--- config.mk ---
export PLATFORM = sky130hd
export DESIGN_NAME = ext_irq_ctrl
export DESIGN_NICKNAME = d
export VERILOG_FILES = /design/src/rtl/irq_pkg.sv /design/src/rtl/irq_sync.sv /design/src/rtl/irq_glitch_filter.sv /design/src/rtl/irq_detect.sv /design/src/rtl/irq_prio.sv /design/src/rtl/ext_irq_ctrl.sv
export SDC_FILE = /design/constraint.sdc
export NUM_CORES = 1
export LEC_CHECK = 0
export BUFFER_PORTS_ARGS = -buffer_cell sky130_fd_sc_hd__buf_2
export CAP_MARGIN = 20
export CORE_ASPECT_RATIO = 0.9
export CORE_MARGIN = 5
export CORE_UTILIZATION = 40
export CTS_BUF_LIST = sky130_fd_sc_hd__clkbuf_2 sky130_fd_sc_hd__clkbuf_4 sky130_fd_sc_hd__clkbuf_8
export CTS_CLUSTER_DIAMETER = 120
export DETAILED_ROUTE_END_ITERATION = 10
export HOLD_SLACK_MARGIN = 0.15
export PLACE_DENSITY = 0.65
export SLEW_MARGIN = 20
export SYNTH_ARGS = -nofsm -noshare
export SYNTH_HDL_FRONTEND = slang
export SYNTH_SLANG_ARGS = --single-unit
--- constraint.sdc ---
create_clock -name clk -period 2.15 [get_ports clk]
set_clock_uncertainty 0.1 [all_clocks]
set_input_delay 0.43 -clock clk [delete_from_list [all_inputs] [get_ports clk]]
set_output_delay 0.43 -clock clk [all_outputs]
set_load 0.05 [all_outputs]
--- src/rtl/irq_pkg.sv ---
// Shared constants and types for the external interrupt detector.
// Assumes four lines; vectors are spaced evenly from a base byte.
package irq_pkg;

    localparam int unsigned NUM_LINES = 4;
    localparam int unsigned VEC_W     = 8;
    localparam logic [7:0]  VEC_BASE  = 8'h03;
    localparam logic [7:0]  VEC_STEP  = 8'h08;

    // Trigger code; the meaning of the two upper codes depends on line group
    typedef enum logic [1:0] {
        TRIG_RISE = 2'd0,
        TRIG_FALL = 2'd1,
        TRIG_ALT0 = 2'd2,
        TRIG_ALT1 = 2'd3
    } trig_t;

    // Vector byte of a line
    function automatic logic [VEC_W-1:0] vec_of(input int unsigned idx);
        logic [VEC_W-1:0] step_sum;
        step_sum = VEC_STEP * idx[VEC_W-1:0];
        return VEC_BASE + step_sum;
    endfunction

endpackage

--- src/rtl/irq_sync.sv ---
// Multi-stage synchroniser for a bus of independent asynchronous bits.
// Assumes each bit is handled on its own; there is no bus coherency.
module irq_sync #(
    parameter int unsigned WIDTH  = 4,
    parameter int unsigned STAGES = 2
) (
    input  logic             clk,
    input  logic             rst_n,
    input  logic [WIDTH-1:0] async_i,
    output logic [WIDTH-1:0] sync_o
);

    logic [WIDTH-1:0] stage_q [STAGES];

    // shift the raw pins through the flop chain
    always_ff @(posedge clk) begin
        if (!rst_n) begin
            for (int s = 0; s < STAGES; s++) stage_q[s] <= '0;
        end else begin
            stage_q[0] <= async_i;
            for (int s = 1; s < STAGES; s++) stage_q[s] <= stage_q[s-1];
        end
    end

    assign sync_o = stage_q[STAGES-1];

endmodule

--- src/rtl/irq_glitch_filter.sv ---
// Sampled glitch filter. It takes a sample every 1, DIV_MID or DIV_SLOW cycles
// and moves its output only when two consecutive samples agree.
// Assumes a synchronised input.
module irq_glitch_filter #(
    parameter int unsigned DIV_MID  = 16,
    parameter int unsigned DIV_SLOW = 64
) (
    input  logic       clk,
    input  logic       rst_n,
    input  logic [1:0] rate_i,
    input  logic       sig_i,
    output logic       sig_o
);

    localparam int unsigned CW = $clog2(DIV_SLOW) + 1;
    localparam logic [CW-1:0] LIM_MID  = CW'(DIV_MID - 1);
    localparam logic [CW-1:0] LIM_SLOW = CW'(DIV_SLOW - 1);

    logic [CW-1:0] cnt_q;
    logic [CW-1:0] lim;
    logic          tick;
    logic          samp_q;
    logic          filt_q;

    // pick the terminal count from the rate code
    always_comb begin
        case (rate_i)
            2'd0:    lim = '0;
            2'd1:    lim = LIM_MID;
            default: lim = LIM_SLOW;
        endcase
    end

    assign tick = (cnt_q >= lim);

    // free-running prescaler that produces the sample strobe
    always_ff @(posedge clk) begin
        if (!rst_n)    cnt_q <= '0;
        else if (tick) cnt_q <= '0;
        else           cnt_q <= cnt_q + 1'b1;
    end

    // take a sample on the strobe; follow it when two samples in a row agree
    always_ff @(posedge clk) begin
        if (!rst_n) begin
            samp_q <= 1'b0;
            filt_q <= 1'b0;
        end else if (tick) begin
            samp_q <= sig_i;
            if (sig_i == samp_q) filt_q <= sig_i;
        end
    end

    assign sig_o = filt_q;

    // the filtered output may only move on a sample strobe
    assert_filt_tick_R8: assert property (@(posedge clk) disable iff (!rst_n)
        !$stable(filt_q) |-> $past(tick))
        else $error("filter output moved off a sample strobe");

endmodule

--- src/rtl/irq_detect.sv ---
// Edge/level detector for one line with a pending flag.
// LEVEL_OK=1 : codes 2/3 mean high/low level request (no latch).
// LEVEL_OK=0 : codes 2/3 mean both edges.
// Assumes a synchronised input; clr_i is the acknowledge for this line.
module irq_detect
    import irq_pkg::*;
#(
    parameter bit LEVEL_OK = 1'b1
) (
    input  logic       clk,
    input  logic       rst_n,
    input  logic       sig_i,
    input  logic [1:0] mode_i,
    input  logic       en_i,
    input  logic       clr_i,
    output logic       req_o,
    output logic       evt_o
);

    logic  prev_q;
    logic  flag_q;
    logic  evt_q;
    logic  rise, fall, edge_hit;
    logic  lvl_mode, lvl_match;
    trig_t mode;

    assign mode = trig_t'(mode_i);

    // decode the edge condition that applies to the selected code
    always_comb begin
        rise = sig_i & ~prev_q;
        fall = ~sig_i & prev_q;
        case (mode)
            TRIG_RISE: edge_hit = rise;
            TRIG_FALL: edge_hit = fall;
            default:   edge_hit = LEVEL_OK ? 1'b0 : (rise | fall);
        endcase
        lvl_mode  = LEVEL_OK && mode_i[1];
        lvl_match = mode_i[0] ? ~sig_i : sig_i;
    end

    // keep the previous input for edge detection
    always_ff @(posedge clk) begin
        if (!rst_n) prev_q <= 1'b0;
        else        prev_q <= sig_i;
    end

    // pending flag: setting wins over clearing; held clear in level mode
    always_ff @(posedge clk) begin
        if (!rst_n)                flag_q <= 1'b0;
        else if (lvl_mode)         flag_q <= 1'b0;
        else if (edge_hit && en_i) flag_q <= 1'b1;
        else if (clr_i)            flag_q <= 1'b0;
    end

    // one-cycle event strobe per detected edge, independent of enable
    always_ff @(posedge clk) begin
        if (!rst_n) evt_q <= 1'b0;
        else        evt_q <= edge_hit;
    end

    assign req_o = en_i & (lvl_mode ? lvl_match : flag_q);
    assign evt_o = evt_q;

    // an unacknowledged edge flag stays set
    assert_flag_hold_R2: assert property (@(posedge clk) disable iff (!rst_n)
        (flag_q && !clr_i && !lvl_mode) |=> flag_q)
        else $error("pending flag dropped without acknowledge");

    // a strobe from an enabled line comes with its pending flag
    assert_evt_flag_R9: assert property (@(posedge clk) disable iff (!rst_n)
        (evt_q && $past(en_i)) |-> flag_q)
        else $error("event strobe without pending flag");

    generate
        if (LEVEL_OK) begin : g_lvl_chk
            // level mode never leaves a latched flag behind
            assert_lvl_noflag_R3: assert property (@(posedge clk) disable iff (!rst_n)
                lvl_mode |=> !flag_q)
                else $error("flag latched in level mode");
        end
    endgenerate

endmodule

--- src/rtl/irq_prio.sv ---
// Fixed-priority selector: the lowest index wins. It drives the request,
// the vector and a one-hot grant that steers the acknowledge.
module irq_prio
    import irq_pkg::*;
#(
    parameter int unsigned N = NUM_LINES
) (
    input  logic             clk,
    input  logic             rst_n,
    input  logic [N-1:0]     req_i,
    output logic             irq_o,
    output logic [VEC_W-1:0] vec_o,
    output logic [N-1:0]     grant_o
);

    // scan from the lowest priority upward so that index 0 wins last
    always_comb begin
        grant_o = '0;
        vec_o   = '0;
        for (int i = N - 1; i >= 0; i--) begin
            if (req_i[i]) begin
                grant_o = '0;
                grant_o[i] = 1'b1;
                vec_o   = vec_of(i);
            end
        end
        irq_o = |req_i;
    end

    assert_grant_onehot_R6: assert property (@(posedge clk) disable iff (!rst_n)
        $onehot0(grant_o))
        else $error("more than one grant");

    assert_vec_legal_R5: assert property (@(posedge clk) disable iff (!rst_n)
        irq_o |-> (vec_o == 8'h03 || vec_o == 8'h0B || vec_o == 8'h13 || vec_o == 8'h1B))
        else $error("illegal vector while requesting");

endmodule

--- src/rtl/ext_irq_ctrl.sv ---
// External interrupt detector top. Four pins are synchronised; line 3 passes
// the glitch filter. Lines 0/1 allow level modes and lines 2/3 allow
// both-edge mode. Requests are prioritised and lines 2/3 drive timer strobes.
// Assumes clk is the instruction-cycle clock and ack_i is one cycle long.
module ext_irq_ctrl
    import irq_pkg::*;
#(
    parameter int unsigned SYNC_STAGES = 2,
    parameter int unsigned DIV_MID     = 16,
    parameter int unsigned DIV_SLOW    = 64
) (
    input  logic       clk,
    input  logic       rst_n,
    input  logic [3:0] pin_i,
    input  logic [3:0] trig_lo_i,
    input  logic [3:0] trig_hi_i,
    input  logic [3:0] irq_en_i,
    input  logic [1:0] flt_rate_i,
    input  logic       ack_i,
    output logic       irq_o,
    output logic [7:0] vec_o,
    output logic [1:0] tmr_evt_o
);

    localparam int unsigned N = NUM_LINES;

    logic [N-1:0]   pin_s;
    logic [N-1:0]   line_sig;
    logic [N-1:0]   req_w;
    logic [N-1:0]   evt_w;
    logic [N-1:0]   grant_w;
    logic [2*N-1:0] trig_all;
    logic           int3_filt;

    assign trig_all = {trig_hi_i, trig_lo_i};

    irq_sync #(.WIDTH(N), .STAGES(SYNC_STAGES)) u_sync (
        .clk     (clk),
        .rst_n   (rst_n),
        .async_i (pin_i),
        .sync_o  (pin_s)
    );

    irq_glitch_filter #(.DIV_MID(DIV_MID), .DIV_SLOW(DIV_SLOW)) u_filt (
        .clk    (clk),
        .rst_n  (rst_n),
        .rate_i (flt_rate_i),
        .sig_i  (pin_s[N-1]),
        .sig_o  (int3_filt)
    );

    assign line_sig = {int3_filt, pin_s[N-2:0]};

    generate
        for (genvar i = 0; i < N; i++) begin : g_line
            irq_detect #(.LEVEL_OK(i < 2)) u_det (
                .clk    (clk),
                .rst_n  (rst_n),
                .sig_i  (line_sig[i]),
                .mode_i (trig_all[2*i +: 2]),
                .en_i   (irq_en_i[i]),
                .clr_i  (ack_i & grant_w[i]),
                .req_o  (req_w[i]),
                .evt_o  (evt_w[i])
            );

            // a strobe on a line held enabled, with an unchanged mode, means a request
            assert_evt_req_R2: assert property (@(posedge clk) disable iff (!rst_n)
                (evt_w[i] && $past(irq_en_i[i]) && irq_en_i[i] && $stable(trig_all)) |-> irq_o)
                else $error("edge strobe on enabled line without request");
        end
    endgenerate

    irq_prio #(.N(N)) u_prio (
        .clk     (clk),
        .rst_n   (rst_n),
        .req_i   (req_w),
        .irq_o   (irq_o),
        .vec_o   (vec_o),
        .grant_o (grant_w)
    );

    assign tmr_evt_o = evt_w[N-1:N-2];

endmodule

After elaboration in Yosys (flattened, before gate mapping) --
Memory sizes are Yosys's and may differ from the RTL's. Index checks and enable logic that the tools add are counted.
Operators by class: $add $sub $neg 1, $mul 0, divide/modulo/power cells 0, order comparisons 1, equal/unequal tests 6, shift operators 0, muxes and demuxes 29, bitwise operators 29, reductions and logical operators 18
Operator list (number):
- two-way mux 4 bit | 6
- two-way mux 5 bit | 4
- AND 1 bit | 16
- two-way mux 1 bit | 14
- one-hot mux 6 bit (2 select lines) | 1
- == test 2 x 1 -> 1 bit, second input constant | 5
- zero test 2 bit | 5
- inverter 1 bit | 9
- one-hot mux 1 bit (2 select lines) | 4
- nonzero test 2 bit | 4
- adder 7 x 1 -> 7 bit, second input constant | 1
- >= comparator 7 x 6 -> 1 bit | 1
- OR reduction 2 bit | 3
- logical AND 1 bit | 4
- bitwise OR 1 bit | 4
- OR reduction 4 bit | 1
- AND reduction 2 bit | 1
- == test 1 bit | 1
Word-level totals: bits in registers 19, bits in latches 0, bits in writable memories 8, memory bits (read-only) 0, bits of input ports 21, output and inout port bits 11, logic and storage cells 98, memories kept 1
Memory list:
- u_sync.stage_q | depth 2, width 4, rd ports 2, clocked after memory_dff 0, write ports 2, RTL line irq_sync.sv:13 | logic [WIDTH-1:0] stage_q [STAGES];

Logic depth before layout (Yosys ltp) --
Gate-level depths: netlist of run 1. An unclocked memory read counts as a cell.
word-level depth 10, gate-level depth with buffers 6, mapped depth without buffers 6

Hierarchy --
A second synthesis of run 1 with hierarchy kept.
Unflattened totals: cell total of the unflattened synthesis 158, area, all modules 1483.9 µm²
Modules (own cells, without submodules):
- irq_glitch_filter | times used 1, cells an instance 54, area each 504.2 µm², sequential area each 180.2 µm²
- irq_detect at g_line[2].u_det ... | times used 2, cells an instance 15, area each 150.1 µm², sequential area each 60.1 µm²
- irq_detect at g_line[0].u_det ... | times used 2, cells an instance 15, area each 146.4 µm², sequential area each 60.1 µm²
- irq_sync | times used 1, cells an instance 20, area each 240.2 µm², sequential area each 160.2 µm²
- irq_prio | times used 1, cells an instance 18, area each 106.4 µm², sequential area each 0.0 µm²
- ext_irq_ctrl | times used 1, cells an instance 6, area each 40.0 µm², sequential area each 0.0 µm²

Least setup slack after synthesis of run 1 --
No wires, ideal clock.
kind input-to-output, from input port trig_lo_i[2], to output port vec_o[1], arrival 1714 ps, setup slack -94 ps, cell stages on the path 5, path buffers 1, cell sequence nand2b_1 > a311o_1 > nor2b_4 > nand2_1 > buf_4
Between the ends: longest elaborated chain between the ends 5
RTL lines:
- start, declared | RTL line ext_irq_ctrl.sv:15 | input logic [3:0] trig_lo_i,
- two-way mux 1 bit | RTL line irq_detect.sv:39 | lvl_match = mode_i[0] ? ~sig_i : sig_i;
- two-way mux 1 bit | RTL line irq_detect.sv:62 | assign req_o = en_i & (lvl_mode ? lvl_match : flag_q);
- AND 1 bit | RTL line irq_detect.sv:62
- two-way mux 5 bit (2 in series) | RTL line irq_prio.sv:21 | if (req_i[i]) begin
- end, declared | RTL line ext_irq_ctrl.sv:21 | output logic [7:0] vec_o,
No other way between the ends.

==> flow_summary.yaml, run 1 <==
outcome:
  status: "complete, but fails checks"
  violations: "negative setup slack"
clock_network:
  root_buffer: "clkbuf_4"
  cts_buffers: 3
  clkSinkCount: 27
  clockBufferDepth: 2
  cts_tree: "done"
  insertion_delay_ns: 0.32
  cts.clk_slew.worst_paths_ns: 0.14
  h-tree-depth: 1
timing:
  fin_crit_ns: 2.16
  layout_setup_ws_ns: -0.0110
  rsz0062_at_grt: "yes"
  finalCritPeriodShare_pct: 101
  finalSetupViolCount: 1
  slew_violations: 0
  finalSetupTns_ns: -0.0110
  max_freq_mhz: 463
  hold_viol_final: 0
drt:
  vias: 975
  wl_met3_um: 129
  dr.pass1.iters: 4
  ant_nets: 0
  avgRoutedWirePerCell_um: 11.0
  top_layer: "met4"
  viasPerCell: 4.67
  route.detailed.drc: 0
  wl_met1_um: 1020
  drtIter0Drc: 38
  routed_wl_um: 2300
  met2_length_um: 1130
critical_path:
  slowest_delay_ns: 0.36
  r2r_cells: 4
  crit_path_start_kind: "flip-flop"
  crit_type: "reg -> out"
  cp.arrival_ns: 1.63
  crit_chain: "nand2b_4 -> a311o_1 -> nor2b_4 -> nor2b_4 -> buf_8"
  critPathMaxFanout: 5
  required_ns: 1.62
  slowest_stage: "dfxtp_2"
  end_kind: "primary output"
  crit_top_cell: "nor2b_4"
synthesis:
  ys_types: 34
  yosysWarnings: 0
  synth-simple-area-share_pct: 20.3
  ys.flop_type: "dfxtp_1"
  synth_top_family_by_area: "simple AND/OR/NAND/NOR gates"
  synth-compound-area-share_pct: 14.3
  ys_seq_area_share_pct: 41.3
  synthArstFlopShare_pct: 0
  synth_edf_count: 0
  synth_area_per_cell_um2: 9.42
  synthCells: 139
  yosys-mux-area-fraction_pct: 4.68
  synthAdderAreaFrac_pct: 7.65
  synth-xor-area-share_pct: 3.35
  ys_ff_latch: 27
  synth_area_um2: 1310
floorplanning:
  die_w_um: 70.3
  die_height_um: 64.3
  design.core.area_um2: 3090
  fp-row-count: 19
  die-area_um2: 4520
  io_pins: 32
  start_util_pct: 42.3
grt:
  grt_antenna_before_repair: 0
  grt_pass1_wl_um: 3940
  grt_usage_pct: 10.5
  grt_start_max_net_pins: 20
  overflow: 0
  grt_pass1_vias: 916
pwr:
  power_density_nw_per_um2: 603
  p_leak_nw: 0.717
  peakVddDrop_uv: 357
place:
  place_hpwl_um: 1850
  gp_congestion: 0.786
  dp.cells: 203
  io_buffers: 27
  place_ws_ns: 0.0378
final_layout:
  area_growth_syn_to_layout_pct: 19.7
  antennaDiodeCount: 0
  drive_above_1_share_pct: 30.5
  fin_nets: 197
  stdcell_count: 209
  fill_cells: 301
min_path:
  hold_class: "in -> reg"
  hold_depth: 2
run:
  drv_cap: 0
==> through the flow <==
| step | utilization (%) | power (W) | hold slack [ns] | area (µm²) |
|---|---|---|---|---|
| finish | 50.7 | 0.000945 | 0.185 | 1570 |
| global route | 50.7 | 0.000996 | 0.171 | 1570 |
| CTS | 48.7 | 0.000942 | 0.180 | 1510 |
| detailed placement | 47.2 | 0.000713 | 0.319 | 1460 |
| global placement | 47.2 | 0.000707 | 0.313 | 1460 |
| floorplan | - | 0.000674 | 0.312 | 1330 |
==> flip-flops by register name, summed over array words and instances (netlist names) <==
name and flops:
u_filt.samp_q 1, u_filt.cnt_q 7, u_sync.stage_q 8, g_line.u_det.evt_o 2, g_line.u_det.flag_q 4, g_line.u_det.prev_q 4, u_filt.sig_o 1
==> routing by layer <==
layer | up-vias | GRT usage, %
li1 | 510 | -
met1 | 442 | 12.4
met2 | 21 | 18.6
met3 | 2 | 3.92
met4 | 0 | 1.44
met5 | - | 0
==> repair_timing <==
| action | CTS | global route |
|---|---|---|
| resized for setup | 5 | 15 |
| pin swaps | 2 | 2 |
| hold buffers | 0 | 0 |
| setup buffers | 0 | 2 |
| setup endpoints to repair | 5 | 5 |
==> layout make-up <==
class	instances	area (µm²)	area share, %
clock buffer	3	22.5	1.44
clock inverter	1	7.51	0.479
sequential	27	544	34.7
inverter	12	45.0	2.88
multi-input combinational	94	706	45.0
timing repair buffer	30	189	12.1
tap	42	52.6	3.35
==> power breakdown <==
part | internal [W] | switching (W) | total, W
clock network | 0.0000711 | 0.000149 | 0.000220
logic | 0.0000759 | 0.000117 | 0.000193
registers | 0.000519 | 0.0000127 | 0.000531
total | 0.000666 | 0.000279 | 0.000945
==> worst max-delay path, delay by kind of cell, from the launching register on <==
| kind | cells | cell delay, ns |
|---|---|---|
| buffers and inverters | 1 | 0.16 |
| DFF | 1 | 0.36 |
| AOI/OAI and AO/OA | 1 | 0.35 |
| and+or+nand+nor | 3 | 0.44 |
==> worst paths after layout <==
path / start / slack (ns) / end
worst min-delay path: trig_lo_i[3] / 0.18 / g_line[1].u_det.flag_q
worst max register to register: u_filt.cnt_q[5] / 0.45 / u_filt.samp_q
worst max-delay path: u_sync.stage_q[0][5] / -0.01 / vec_o[4]
worst min register to register: u_sync.stage_q[0][2] / 0.35 / u_sync.stage_q[0][6]
==> layout by cell type, fill, tap and decap left out, drive strengths merged, types with 2 or more instances in the layout <==
cell type,instances
buf,30
nand2,9
xor2,4
conb,4
clkbuf,3
dfxtp,27
o211ai,3
nor3,3
ha,8
a22oi,3
inv,12
a21oi,3
o211a,2
nand3,8
mux2i,5
nor2b,2
a211oi,3
and2,11
nand2b,4
nor2,11
and3,2
==> Yosys cell counts (2+ instances only) <==
master / number / area [µm²]
and2_1: 11 / 68.8
ha_1: 8 / 100
buf_4: 7 / 52.6
a21oi_1: 3 / 15.0
and3_1: 2 / 12.5
xor2_1: 4 / 35.0
nand3_1: 8 / 40.0
dfxtp_1: 27 / 541
nand2b_1: 4 / 25.0
nor2_1: 11 / 41.3
mux2i_1: 5 / 50.1
a22oi_1: 3 / 22.5
a211oi_2: 2 / 25.0
inv_1: 12 / 45.0
nor3_1: 3 / 15.0
o211ai_1: 2 / 15.0
o211a_1: 2 / 20.0
nand2_1: 9 / 33.8
==> kinds of logic after synthesis <==
kind of cell / after synthesis
AOI/OAI and AO/OA: 20
xor gates and xnor gates: 5
adders and majority gates: 8
buffers and inverters: 21
DFF: 27
muxes: 6
other: 1
and+or+nand+nor: 51
Note: power is estimated with default switching activity, not from simulation.
==> inputs of run 2 (changes only) <==
--- a/config.mk
+++ b/config.mk
@@ -13,6 +13,7 @@
 export CTS_BUF_LIST = sky130_fd_sc_hd__clkbuf_2 sky130_fd_sc_hd__clkbuf_4 sky130_fd_sc_hd__clkbuf_8
 export CTS_CLUSTER_DIAMETER = 120
 export DETAILED_ROUTE_END_ITERATION = 10
+export GPL_TIMING_DRIVEN = 0
 export HOLD_SLACK_MARGIN = 0.15
 export PLACE_DENSITY = 0.65
 export SLEW_MARGIN = 20
==> run 2 against run 1 <==
  * The flow still finishes with violations (negative setup slack)
  * Critical endpoint is now vec_o[1]
  * Highest routed layer unchanged
  * Sequential share of layout area is 1.7 points lower
  * Critical path depth is 1 higher
  * Combinational power is 10% higher
  * Fmax is 0.74% lower
==> flow_summary.yaml, run 2 (synthesis gave the netlist of run 1 again) <==
place:
  gp_congestion: 0.787
  place_ws_ns: -0.0134
  place_hpwl_um: 1890
  place_area_um2: 1510
  io_buffers: 26
critical_path:
  crit_path_start_kind: "flip-flop"
  critPathMaxFanout: 5
  slowest_stage: "dfxtp_2"
  crit_type: "reg -> out"
  critical-path-top-delay-family: "simple AND/OR/NAND/NOR gates"
  worst-path-buf-inv: 2
  required_ns: 1.62
  crit_chain: "nand2b_4 -> a311o_1 -> nor2b_4 -> nand2_2 -> buf_6 -> buf_8"
  crit_path_start: "u_sync.stage_q[0][5]"
  crit_end: "vec_o[1]"
  end_kind: "primary output"
  worstReg2RegEnd: "u_filt.samp_q"
  r2r_cells: 4
  cp.arrival_ns: 1.65
  reg2reg_slack_ns: 0.48
  r2r-start: "u_filt.cnt_q[5]"
  slowest_delay_ns: 0.36
  cp.depth: 6
floorplanning:
  start_util_pct: 42.3
  design.core.area_um2: 3090
  io_pins: 32
  die_height_um: 64.3
  die_w_um: 70.3
  fp-row-count: 19
  die-area_um2: 4520
drt:
  wl_met3_um: 99
  dr.pass1.iters: 4
  route.detailed.drc: 0
  avgRoutedWirePerCell_um: 11.3
  viasPerCell: 4.65
  drtIter0Drc: 27
  routed_wl_um: 2500
  ant_nets: 0
  wl_met1_um: 1060
  top_layer: "met4"
  vias: 1028
  met2_length_um: 1270
clock_network:
  h-tree-depth: 1
  root_buffer: "clkbuf_4"
  clkSinkCount: 27
  cts_tree: "done"
  cts.clk_slew.worst_paths_ns: 0.15
  cts_buffers: 3
  insertion_delay_ns: 0.32
  cts_hold_buf: 0
  clockBufferDepth: 2
final_layout:
  final_cell_mix: "25 x dfxtp_1, 22 x buf_2, 15 x buf_4"
  largest_register_ffs: 8
  drive_above_1_share_pct: 33.5
  top_regs: "u_sync.stage_q: 8 flops, u_filt.cnt_q: 7 flops"
  regMostFlops: "u_sync.stage_q"
  final_common_cell: "dfxtp_1"
  area_growth_syn_to_layout_pct: 25.4
  final_area_um2: 1640
  fin_nets: 209
  antennaDiodeCount: 0
  post-route-util_pct: 53.1
timing:
  layout_setup_ws_ns: -0.0272
  fin_crit_ns: 2.18
  hold_viol_final: 0
  slew_violations: 0
  rsz0062_at_grt: "yes"
  max_freq_mhz: 459
  finalCritPeriodShare_pct: 101
  finalSetupViolCount: 2
grt:
  grt_pass1_wl_um: 4220
  grt_antenna_before_repair: 0
  grt_usage_pct: 11.6
  overflow: 0
  grt_start_max_net_pins: 16
  grt_pass1_vias: 1030
pwr:
  p_leak_nw: 0.772
  power_w: 0.000966
  peakVddDrop_uv: 347
  power_density_nw_per_um2: 589
outcome:
  status: "complete, but fails checks"
  violations: "negative setup slack"
min_path:
  hold_class: "in -> reg"
run:
  drv_cap: 0
## run 2: cell type report
class                   count  area, µm²
multi-input cells          94        698
clock buffers               3       22.5
plain buffers               9       65.1
fillers                   306       1450
inverters                  12       45.0
repair buffers             33        210
clock inverters             1       5.00
flip-flops and latches     27        543
well taps                  42       52.6
## run 2: repair_timing
action | CTS | global route
gates resized for setup | 9 | 7
gates cloned | 0 | 0
pin swaps | 2 | 2
setup endpoints to repair | 5 | 5
setup buffers | 4 | 3
## run 2: power by group
part / internal, W / switching, W / leakage [nW]
logic: 0.0000920 / 0.000121 / 0.533
clock network: 0.0000699 / 0.000152 / 0.0177
registers: 0.000519 / 0.0000129 / 0.221
## run 2: metal layers
metal  GRT usage, %  up-vias
met5              0        -
met4           7.42        0
met3           2.19        4
met2           20.8       16
met1           12.6      470
li1               -      538
## run 2: how the worst min path moves through the flow
stage                        endpoint  cells past startpoint            startpoint
2_1_floorplan    u_sync.stage_q[0][4]                      1  u_sync.stage_q[0][0]
3_3_place_gp     u_sync.stage_q[0][4]                      1  u_sync.stage_q[0][0]
3_5_place_dp     u_sync.stage_q[0][7]                      1  u_sync.stage_q[0][3]
4_1_cts        g_line[1].u_det.flag_q                      2          trig_lo_i[3]
5_1_grt          u_sync.stage_q[0][0]                      2              pin_i[0]
6_report       g_line[1].u_det.flag_q                      2          trig_lo_i[3]
## run 2: stage by stage
step / instances / TNS (ns) / hold slack (ns)
6_report: 221 / -0.0485 / 0.184
5_1_grt: 221 / -0.311 / 0.175
4_1_cts: 218 / 0 / 0.169
3_5_place_dp: 210 / -0.0134 / 0.318
3_3_place_gp: 210 / 0 / 0.315
2_1_floorplan: 142 / -0.0709 / 0.312
## run 2: worst register-to-register path, stage by stage (launching register included)
cell	delay, ns
dfxtp_1	0.36
ha_1	0.31
a211oi_1	0.41
o21a_1	0.25
mux2i_1	0.19
